===== src/rtl/msi_pkg.sv =====
package msi_pkg;

    typedef enum logic [1:0] {
        LN_INV = 2'd0,
        LN_SHR = 2'd1,
        LN_EXC = 2'd2
    } line_st_t;

    typedef enum logic [1:0] {
        BC_NONE   = 2'd0,
        BC_RDMISS = 2'd1,
        BC_WRMISS = 2'd2,
        BC_WBACK  = 2'd3
    } bus_cmd_t;

    typedef enum logic [1:0] {
        FS_IDLE      = 2'd0,
        FS_WB_WAIT   = 2'd1,
        FS_MISS_WAIT = 2'd2
    } ctl_st_t;

    typedef enum logic [1:0] {
        LW_NONE = 2'd0,
        LW_HIT  = 2'd1,
        LW_DROP = 2'd2,
        LW_FILL = 2'd3
    } line_wr_t;

endpackage


===== src/rtl/msi_line_store.sv =====
module msi_line_store
    import msi_pkg::*;
#(
    parameter int IDX_W  = 3,
    parameter int TAG_W  = 5,
    parameter int DATA_W = 16
) (
    input  logic              clk,
    input  logic              rst_n,
    input  logic [IDX_W-1:0]  a_idx,
    output line_st_t          a_st,
    output logic [TAG_W-1:0]  a_tag,
    output logic [DATA_W-1:0] a_data,
    input  logic [IDX_W-1:0]  b_idx,
    output line_st_t          b_st,
    output logic [TAG_W-1:0]  b_tag,
    output logic [DATA_W-1:0] b_data,
    input  logic              wr_en,
    input  logic [IDX_W-1:0]  wr_idx,
    input  line_st_t          wr_st,
    input  logic              wr_tag_en,
    input  logic [TAG_W-1:0]  wr_tag,
    input  logic              wr_data_en,
    input  logic [DATA_W-1:0] wr_data
);
    localparam int LINES = 1 << IDX_W;

    logic [1:0]        st_q   [LINES];
    logic [TAG_W-1:0]  tag_q  [LINES];
    logic [DATA_W-1:0] data_q [LINES];

    for (genvar g = 0; g < LINES; g++) begin : g_line
        logic sel;
        assign sel = wr_en && (wr_idx == IDX_W'(g));

        // state bits reset to invalid; tag and data need no reset
        always_ff @(posedge clk or negedge rst_n) begin
            if (!rst_n) begin
                st_q[g] <= LN_INV;
            end else if (sel) begin
                st_q[g] <= wr_st;
            end
        end

        always_ff @(posedge clk) begin
            if (sel && wr_tag_en) begin
                tag_q[g] <= wr_tag;
            end
            if (sel && wr_data_en) begin
                data_q[g] <= wr_data;
            end
        end
    end

    assign a_st   = line_st_t'(st_q[a_idx]);
    assign a_tag  = tag_q[a_idx];
    assign a_data = data_q[a_idx];
    assign b_st   = line_st_t'(st_q[b_idx]);
    assign b_tag  = tag_q[b_idx];
    assign b_data = data_q[b_idx];

endmodule


===== src/rtl/msi_lookup.sv =====
module msi_lookup
    import msi_pkg::*;
#(
    parameter int TAG_W = 5
) (
    input  line_st_t         st,
    input  logic [TAG_W-1:0] line_tag,
    input  logic [TAG_W-1:0] req_tag,
    output logic             present,
    output logic             owned
);
    logic tag_eq;

    assign tag_eq  = (line_tag == req_tag);
    assign present = tag_eq && (st != LN_INV);
    assign owned   = tag_eq && (st == LN_EXC);

endmodule


===== src/rtl/msi_ctl_fsm.sv =====
module msi_ctl_fsm
    import msi_pkg::*;
(
    input  logic     clk,
    input  logic     rst_n,
    input  logic     cpu_req,
    input  logic     cpu_we,
    input  logic     cpu_present,
    input  logic     cpu_owned,
    input  logic     victim_dirty,
    input  logic     snp_valid,
    input  logic     snp_same_line,
    input  logic     bus_gnt,
    output logic     cpu_ready,
    output logic     bus_req,
    output bus_cmd_t bus_cmd,
    output line_wr_t line_wr,
    output logic     fill_sel,
    output logic     wb_sel
);
    ctl_st_t state_q;
    ctl_st_t state_d;
    logic    hit_now;

    // writes need ownership, reads need any valid copy
    assign hit_now = cpu_we ? cpu_owned : cpu_present;

    always_ff @(posedge clk or negedge rst_n) begin
        if (!rst_n) begin
            state_q <= FS_IDLE;
        end else begin
            state_q <= state_d;
        end
    end

    always_comb begin
        state_d = state_q;
        unique case (state_q)
            FS_IDLE: begin
                if (!snp_valid && cpu_req && !hit_now) begin
                    state_d = victim_dirty ? FS_WB_WAIT : FS_MISS_WAIT;
                end
            end
            FS_WB_WAIT: begin
                if (snp_valid) begin
                    if (snp_same_line) begin
                        state_d = FS_IDLE;
                    end
                end else if (bus_gnt) begin
                    state_d = FS_MISS_WAIT;
                end
            end
            FS_MISS_WAIT: begin
                if (snp_valid) begin
                    if (snp_same_line) begin
                        state_d = FS_IDLE;
                    end
                end else if (bus_gnt) begin
                    state_d = FS_IDLE;
                end
            end
            default: state_d = FS_IDLE;
        endcase
    end

    always_comb begin
        cpu_ready = 1'b0;
        bus_req   = 1'b0;
        bus_cmd   = BC_NONE;
        line_wr   = LW_NONE;
        fill_sel  = 1'b0;
        wb_sel    = 1'b0;
        unique case (state_q)
            FS_IDLE: begin
                if (!snp_valid && cpu_req && hit_now) begin
                    cpu_ready = 1'b1;
                    if (cpu_we) begin
                        line_wr = LW_HIT;
                    end
                end
            end
            FS_WB_WAIT: begin
                bus_req = 1'b1;
                if (!snp_valid && bus_gnt) begin
                    bus_cmd = BC_WBACK;
                    wb_sel  = 1'b1;
                    line_wr = LW_DROP;
                end
            end
            FS_MISS_WAIT: begin
                bus_req = 1'b1;
                if (!snp_valid && bus_gnt) begin
                    bus_cmd   = cpu_we ? BC_WRMISS : BC_RDMISS;
                    line_wr   = LW_FILL;
                    fill_sel  = !cpu_we;
                    cpu_ready = 1'b1;
                end
            end
            default: ;
        endcase
    end

endmodule


===== src/rtl/msi_snoop_ctrl.sv =====
module msi_snoop_ctrl
    import msi_pkg::*;
#(
    parameter int ADDR_W = 8,
    parameter int DATA_W = 16,
    parameter int IDX_W  = 3
) (
    input  logic              clk,
    input  logic              rst_n,
    input  logic              cpu_req,
    input  logic              cpu_we,
    input  logic [ADDR_W-1:0] cpu_addr,
    input  logic [DATA_W-1:0] cpu_wdata,
    output logic [DATA_W-1:0] cpu_rdata,
    output logic              cpu_ready,
    output logic              bus_req,
    input  logic              bus_gnt,
    output logic [1:0]        bus_cmd,
    output logic [ADDR_W-1:0] bus_addr,
    output logic [DATA_W-1:0] bus_wdata,
    input  logic [DATA_W-1:0] bus_rdata,
    input  logic              snp_valid,
    input  logic [1:0]        snp_cmd,
    input  logic [ADDR_W-1:0] snp_addr,
    output logic              snp_abort,
    output logic [DATA_W-1:0] snp_data
);
    localparam int TAG_W = ADDR_W - IDX_W;

    logic [IDX_W-1:0]  cpu_idx, snp_idx;
    logic [TAG_W-1:0]  cpu_tag, snp_tag;
    line_st_t          a_st, b_st, wr_st;
    logic [TAG_W-1:0]  a_tag, b_tag;
    logic [DATA_W-1:0] a_data, b_data, wr_data;
    logic              cpu_present, cpu_owned, snp_present, snp_owned;
    logic              victim_dirty, snp_miss_cmd, snp_upd, snp_same_line;
    logic              wr_en, wr_tag_en, wr_data_en, fill_sel, wb_sel;
    logic [IDX_W-1:0]  wr_idx;
    bus_cmd_t          cmd;
    line_wr_t          line_wr;

    assign cpu_idx = cpu_addr[IDX_W-1:0];
    assign cpu_tag = cpu_addr[ADDR_W-1:IDX_W];
    assign snp_idx = snp_addr[IDX_W-1:0];
    assign snp_tag = snp_addr[ADDR_W-1:IDX_W];

    msi_line_store #(.IDX_W(IDX_W), .TAG_W(TAG_W), .DATA_W(DATA_W)) store_i (
        .clk(clk), .rst_n(rst_n),
        .a_idx(cpu_idx), .a_st(a_st), .a_tag(a_tag), .a_data(a_data),
        .b_idx(snp_idx), .b_st(b_st), .b_tag(b_tag), .b_data(b_data),
        .wr_en(wr_en), .wr_idx(wr_idx), .wr_st(wr_st),
        .wr_tag_en(wr_tag_en), .wr_tag(cpu_tag),
        .wr_data_en(wr_data_en), .wr_data(wr_data)
    );

    msi_lookup #(.TAG_W(TAG_W)) cpu_look_i (
        .st(a_st), .line_tag(a_tag), .req_tag(cpu_tag),
        .present(cpu_present), .owned(cpu_owned)
    );

    msi_lookup #(.TAG_W(TAG_W)) snp_look_i (
        .st(b_st), .line_tag(b_tag), .req_tag(snp_tag),
        .present(snp_present), .owned(snp_owned)
    );

    // an exclusive line holding another tag must leave before the miss
    assign victim_dirty = (a_st == LN_EXC) && !cpu_present;

    // only other caches' misses matter; their write-backs are ignored
    assign snp_miss_cmd = snp_valid &&
                          ((bus_cmd_t'(snp_cmd) == BC_RDMISS) ||
                           (bus_cmd_t'(snp_cmd) == BC_WRMISS));
    assign snp_upd       = snp_miss_cmd && snp_present &&
                           ((bus_cmd_t'(snp_cmd) == BC_WRMISS) || snp_owned);
    assign snp_same_line = snp_upd && (snp_idx == cpu_idx);
    assign snp_abort     = snp_miss_cmd && snp_owned;
    assign snp_data      = snp_abort ? b_data : '0;

    msi_ctl_fsm fsm_i (
        .clk(clk), .rst_n(rst_n),
        .cpu_req(cpu_req), .cpu_we(cpu_we),
        .cpu_present(cpu_present), .cpu_owned(cpu_owned),
        .victim_dirty(victim_dirty),
        .snp_valid(snp_valid), .snp_same_line(snp_same_line),
        .bus_gnt(bus_gnt),
        .cpu_ready(cpu_ready), .bus_req(bus_req), .bus_cmd(cmd),
        .line_wr(line_wr), .fill_sel(fill_sel), .wb_sel(wb_sel)
    );

    // single write port: a snoop update wins over any processor-side write
    always_comb begin
        wr_en      = 1'b0;
        wr_idx     = cpu_idx;
        wr_st      = LN_INV;
        wr_tag_en  = 1'b0;
        wr_data_en = 1'b0;
        wr_data    = cpu_wdata;
        if (snp_upd) begin
            wr_en  = 1'b1;
            wr_idx = snp_idx;
            wr_st  = (bus_cmd_t'(snp_cmd) == BC_WRMISS) ? LN_INV : LN_SHR;
        end else begin
            unique case (line_wr)
                LW_HIT: begin
                    wr_en      = 1'b1;
                    wr_st      = LN_EXC;
                    wr_data_en = 1'b1;
                end
                LW_DROP: begin
                    wr_en = 1'b1;
                    wr_st = LN_INV;
                end
                LW_FILL: begin
                    wr_en      = 1'b1;
                    wr_st      = cpu_we ? LN_EXC : LN_SHR;
                    wr_tag_en  = 1'b1;
                    wr_data_en = 1'b1;
                    wr_data    = cpu_we ? cpu_wdata : bus_rdata;
                end
                default: ;
            endcase
        end
    end

    assign bus_cmd   = cmd;
    assign bus_addr  = (cmd == BC_NONE) ? '0 :
                       (wb_sel ? {a_tag, cpu_idx} : cpu_addr);
    assign bus_wdata = (cmd == BC_WBACK) ? a_data : '0;
    assign cpu_rdata = !cpu_ready ? '0 : (fill_sel ? bus_rdata : a_data);

endmodule


===== config.mk =====
export PLATFORM = sky130hd
export DESIGN_NAME = msi_snoop_ctrl
export DESIGN_NICKNAME = d
export VERILOG_FILES = /design/src/rtl/msi_pkg.sv /design/src/rtl/msi_line_store.sv /design/src/rtl/msi_lookup.sv /design/src/rtl/msi_ctl_fsm.sv /design/src/rtl/msi_snoop_ctrl.sv
export SDC_FILE = /design/constraint.sdc
export NUM_CORES = 1
export LEC_CHECK = 0
export BUFFER_PORTS_ARGS = -buffer_cell sky130_fd_sc_hd__buf_2
export CORE_ASPECT_RATIO = 2
export CORE_MARGIN = 3
export CORE_UTILIZATION = 35
export DETAILED_ROUTE_END_ITERATION = 8
export PLACE_DENSITY = 0.56
export SLEW_MARGIN = 20
export SYNTH_ARGS = -nofsm -noshare
export SYNTH_HDL_FRONTEND = slang
export SYNTH_SLANG_ARGS = --single-unit

===== constraint.sdc =====
create_clock -name clk -period 4.67 [get_ports clk]
set_input_delay 1.401 -clock clk [delete_from_list [all_inputs] [get_ports clk]]
set_output_delay 1.401 -clock clk [all_outputs]
set_load 0.03 [all_outputs]

# Yosys cells after proc, flatten, opt, wreduce, memory -nomap -nowiden
# Memory sizes are Yosys's and may differ from the RTL's.
# Index checks and enable logic that the tools add are counted.
[classes]
n_lt_le_gt_ge = 2
n_eq_ne = 23
n_mux = 123
bitwise_logic = 2
reduce_logical = 67
[ops]
columns = ["op", "n"]
rows = [
  ["16-bit two-way mux", 14],
  ["16-bit OR reduction", 7],
  ["1-bit two-way mux", 61],
  ["3-bit two-way mux", 15],
  ["1-bit logical AND", 38],
  ["5-bit two-way mux", 7],
  ["5-bit OR reduction", 7],
  ["2-bit two-way mux", 17],
  ["8-bit two-way mux", 2],
  ["2-bit equality test (second input constant)", 7],
  ["2-bit binary-select mux with 3-bit select", 2],
  ["3-bit equality test (second input constant)", 4],
  ["2-bit one-hot mux with 3 select lines", 2],
  ["5-bit equality test", 2],
  ["4-bit greater-or-equal comparator (second input constant)", 2],
  ["3-bit NOT with 4-bit output", 2],
  ["2-bit one-hot mux with 2 select lines", 2],
  ["2-bit by 1-bit equality test with 1-bit output (second input constant)", 3],
  ["3-bit by 2-bit equality test with 1-bit output (second input constant)", 2],
  ["3-bit inequality test (second input constant)", 2],
  ["1-bit logical NOT", 4],
  ["2-bit logical NOT", 2],
  ["2-bit nonzero test", 2],
  ["2-bit OR reduction", 2],
  ["8 further kinds", 9],
]
[totals]
regBits = 18
ram_bits = 168
input_bits = 56
output_inout_bits = 61
word_cells = 228
n_memories = 2
[memory_table]
columns = ["memory", "words", "word_bits", "read_ports", "rd_clocked_by_memory_dff", "write_ports", "line_no", "rtl"]
rows = [
  ["store_i.data_q", 8, 16, 2, 0, 1, "msi_line_store.sv:30", "logic [DATA_W-1:0] data_q [LINES];"],
  ["store_i.tag_q", 8, 5, 2, 0, 1, "msi_line_store.sv:29", "logic [TAG_W-1:0] tag_q [LINES];"],
]

# Logic depth before layout (Yosys ltp)
[logic_depth]
depth_word = 26
ltp_mapped = 11
mapped_depth_nobuf = 9

# Modules after synthesis
# Synthesis repeated with hierarchy kept, for this count alone.
[unflattened]
hier_cells = 570
hier_area_um2 = 10314.9
[by_module_without_submodules]
columns = ["module", "n_inst", "cells_each", "area_per_inst_um2", "seq_area_each_um2"]
rows = [
  ["msi_line_store", 1, 386, 8846.0, 5445.2],
  ["msi_snoop_ctrl", 1, 128, 1008.5, 0.0],
  ["msi_ctl_fsm", 1, 38, 317.8, 50.0],
  ["msi_lookup", 2, 9, 71.3, 0.0],
]

# Least setup slack after synthesis
# OpenSTA, ideal clock, no wires.
[synth_path]
path_kind = "input to output"
start = "input cpu_addr[1]"
end = "output cpu_rdata[10]"
arrival_time_ps = 4101
required_ps = 3269
slack_ps = -832
path_stages = 9
n_path_buf = 3
path_cell_list = "buf_2 > mux4_2 > mux2i_4 > xor2_1 > nand4_1 > o31a_1 > clkbuf_1 > buf_2 > o31ai_1"
[synth_between]
elab_chain_len = 11
elab_cells_between_ends = 17
classes_between = "eq/ne (2); mux (8); bitwise (1); reduce/logical (4); memory (2)"
[synth_rtl]
columns = ["item", "line_no", "rtl"]
rows = [
  ["start, declared", "msi_snoop_ctrl.sv:12", "input logic [ADDR_W-1:0] cpu_addr,"],
  ["3-bit NOT with 4-bit output (implied by the code)", "msi_line_store.sv:55", "assign a_st = line_st_t'(st_q[a_idx]);"],
  ["2-bit binary-select mux with 3-bit select", "msi_line_store.sv:55", ""],
  ["2-bit two-way mux (implied by the code) (2 in a row)", "msi_line_store.sv:55", ""],
  ["2-bit equality test / 2-bit nonzero test (equally long branches)", "msi_lookup.sv:16, msi_lookup.sv:15", ""],
  ["1-bit logical AND (on tied branches)", "msi_lookup.sv:16, msi_lookup.sv:15", ""],
  ["1-bit two-way mux", "msi_ctl_fsm.sv:26", "assign hit_now = cpu_we ? cpu_owned : cpu_present;"],
  ["1-bit logical AND", "msi_ctl_fsm.sv:75", "if (!snp_valid && cpu_req && hit_now) begin"],
  ["1-bit two-way mux", "msi_ctl_fsm.sv:75", ""],
  ["1-bit one-hot mux with 2 select lines", "msi_ctl_fsm.sv:73", "unique case (state_q)"],
  ["16-bit two-way mux (*)", "msi_snoop_ctrl.sv:129", "assign cpu_rdata = !cpu_ready ? '0 : (fill_sel ? bus_rdata : a_data);"],
  ["end, declared", "msi_snoop_ctrl.sv:14", "output logic [DATA_W-1:0] cpu_rdata,"],
]
# Mark *: on every way between the ends. The rest lies on a longest branch, timed or not. The select of a mux whose other input is x is not followed.

# Final worst setup path
[layout_path]
start = "input cpu_addr[1]"
end = "output cpu_rdata[12]"
# The elaborated chain is that of the path after synthesis.

==> impl_metrics.tcl <==
set metrics [dict create \
    hold_buffers 0 \
    yosysUniqueCellTypes 55 \
    startpoint_type "input pin" \
    rsz0062_at_grt "true" \
    ys_top_cells_by_count "168 x edfxtp_1, 80 x mux4_2, 65 x nand2_1" \
    ir_drop_mv 0.226 \
    ys_warn_count 0 \
    maxSlewHeadroom_pct 61.7 \
    fin_ws_ns -0.289 \
    crit_fanout 13 \
    critPathCaptureType "output pin" \
    htreeDepth 4 \
    routed_wl_um 31000 \
    ys_top_cells_by_area "edfxtp_1 51%, mux4_2 18%, dfrtp_1 4.6%" \
    status "finished, violations left" \
    drtIter0Drc 419 \
    ant_nets 0 \
    track_usage_pct 20.7 \
    violations "setup timing" \
    switchingPower_uw 1090 \
    grt_pass1_vias 7823 \
    synth_nets 715 \
    clock-root-buffer "clkbuf_16" \
    yosysTopAreaCell "edfxtp_1" \
    clk_pin_slew_ns 0.07 \
    wl_per_cell_um 25.4 \
    fin_skew_ns 0.00749 \
    timing.rr.start "store_i.tag_q[6][1]$_DFFE_PP_" \
    intPower_uw 2940 \
    ff2ff_path_depth 8 \
    critical_path_arrival_ns 3.56 \
    drc 0 \
    grt_max_degree 34 \
    dpl_cell_area_sq_um 11900 \
    hp-class "reg2reg" \
    hold_viol 0 \
    via_count 6795 \
    drive_gt1_share_pct 49.9 \
    required_ns 3.27 \
    dp_hpwl_um 22000 \
    synth_cells 654 \
    power_uw 4030 \
    pin_count 117 \
    synthArstFlopShare_pct 9.68 \
    multiInputGateArea_sq_um 4620 \
    r2r-end "store_i.tag_q[7][1]$_DFFE_PP_" \
    leakage_uw 0.00485 \
    holdPathStages 1 \
    p_clk_share_pct 33.7 \
    cts_made_buffers 17 \
    yosysTopAreaCellShare_pct 51.2 \
    power_density_nw_per_um2 306 \
    tightest_slew_ns 0.574 \
    final_core_util_pct 47.6 \
    ys.flop_type "edfxtp_1" \
    clkLatencyLatePin_ns 0.44 \
    min_period_over_period_pct 106 \
    dieArea_sq_um 30300 \
    setup_violations 34 \
    die_width_um 125 \
    tritoncts "built" \
    die_h_um 243 \
    yosys_register_bits 186 \
    p_seq_share_pct 46.5 \
    grt.overflow.total 0 \
    num_rows 86 \
    final_area_sq_um 13200 \
    rrSetupSlack_ns 1.33 \
    hold_start "store_i.st_q[5]$_DFFE_PN0N_" \
    clock_path_buffers 2 \
    register_area_sq_um 5500 \
    max-cap-violations 0 \
    max_clock_freq_ghz 0.202 \
    synth_edf_count 168 \
    port_buffers 116 \
    grt_pass1_wl_um 47100 \
    synth_most_common_cell "edfxtp_1" \
    seq_area_frac_synth_pct 55.7 \
    viasPerCell 5.55 \
    netSwitchingFraction_pct 27.1 \
    antenna_found_initial 0 \
    coreArea_sq_um 27700 \
    syn2layout_area_growth_pct 33.6 \
    num-nets-final 920 \
    syn_area_sq_um 9860 \
    worstSetupPathType "in2out" \
    synth.avg_cell_area_sq_um 15.1 \
    initial_core_util_pct 35.7 \
    clock_sinks 186 \
    dr.pass1.iters 5 \
    diodes 0 \
    min_period_ns 4.96 \
    final.fill_count 2374 \
    comb_power_share_pct 19.8 \
    place_congestion 0.894 \
    drv_slew 0 \
    min_to "store_i.st_q[5]$_DFFE_PN0N_" \
]
==> power groups by stage <==
stage | combinational (uW) | sequential (uW) | clock [uW]
6_report | 799 | 1880 | 1360
5_1_grt | 855 | 1880 | 1460
4_1_cts | 792 | 1880 | 1380
3_5_place_dp | 732 | 1910 | 0
3_3_place_gp | 719 | 1910 | 0
2_1_floorplan | 486 | 1900 | 0
==> routing by layer <==
layer  share of wire, %  wire length (um)  track usage [%]  vias up
met1                 34             10500             21.1     3494
met3                3.9              1220             3.29       68
met2                 58             18000             40.6      215
li1                   -                 -                -     3018
met5                  0                 0                0        -
met4                4.2              1320             9.39        0
==> sequential cells by signal (all words and copies together), names as in the netlist <==
signal,count
fsm_i.state_q,2
store_i.data_q,128
store_i.st_q,16
store_i.tag_q,40
==> stage by stage <==
stage / setup slack (ns) / setup TNS [ns] / instances / hold WS, ns
after floorplan: -0.297 / -7.85 / 654 / 0.485
after global placement: -0.569 / -18.10 / 1176 / 0.524
after detailed placement: -0.600 / -18.67 / 1176 / 0.534
after CTS: -0.335 / -6.63 / 1220 / 0.549
after global routing: -0.349 / -8.84 / 1224 / 0.572
final: -0.289 / -6.38 / 1224 / 0.556
==> critical path, cell delays in order <==
cell and delay [ns]:
buf_12 0.10, mux4_2 0.53, mux2i_4 0.20, xor2_2 0.28
nand2_2 0.10, o31a_4 0.38, buf_12 0.17, o31ai_4 0.20
buf_6 0.16
==> kinds of logic after synthesis <==
kind of cell	Yosys count	synth area share, %
multiplexers	151	26.3
buffers and inverters	54	2.58
AND/OR/NAND/NOR	166	8.00
XOR/XNOR	13	1.23
adder cells (fa/ha/maj)	5	0.635
flip-flops	186	55.7
AO/OA/AOI/OAI	79	5.52
==> how the worst max path moves through the flow <==
stage	endpoint	depth (start not counted)	slack, ns	from
floorplan	cpu_rdata[10]	10	-0.30	cpu_addr[0]
global placement	cpu_rdata[4]	9	-0.57	cpu_addr[1]
detailed placement	cpu_rdata[12]	9	-0.60	cpu_addr[1]
CTS	cpu_rdata[12]	9	-0.34	cpu_addr[1]
global route	cpu_rdata[12]	9	-0.35	cpu_addr[1]
finish	cpu_rdata[12]	9	-0.29	cpu_addr[1]
==> cell usage in the layout (no fill, tap or decap), types with 6 or more instances in the layout <==
master     synthesis  layout
buf_2             11      78
mux2i_1           24      23
clkbuf_16          0      18
nor2b_1            9       8
and2_1             9       9
mux4_2            80      80
dfrtp_1           18      18
and3_1            11      11
inv_1             10       9
nand2_1           65      62
o2bb2ai_1          8       8
buf_4              4      87
a21oi_1           26      10
a21oi_4            1      17
xnor2_1            8       8
edfxtp_1         168     168
nand2b_1           8       6
mux2_1            11      10
mux2_2            34      34
buf_12             0      18
nor2_1            38      34
o31ai_4            0      14
buf_6              3      38
==> layout make-up <==
class | instances | area share [%]
clock buffers | 18 | 3.26
clock inverters | 14 | 0.921
inverters | 11 | 0.342
multi-input cells | 414 | 35.1
flip-flops and latches | 186 | 41.7
well taps | 352 | 3.34
repair buffers | 229 | 15.4
==> what timing repair did <==
item	in CTS	in global routing
gates resized for setup	115	10
buffers inserted	8	3
pin swaps	12	6
cloned	4	1
endpoints found under the setup margin	50	38
Power figures use the tool's default switching activity.
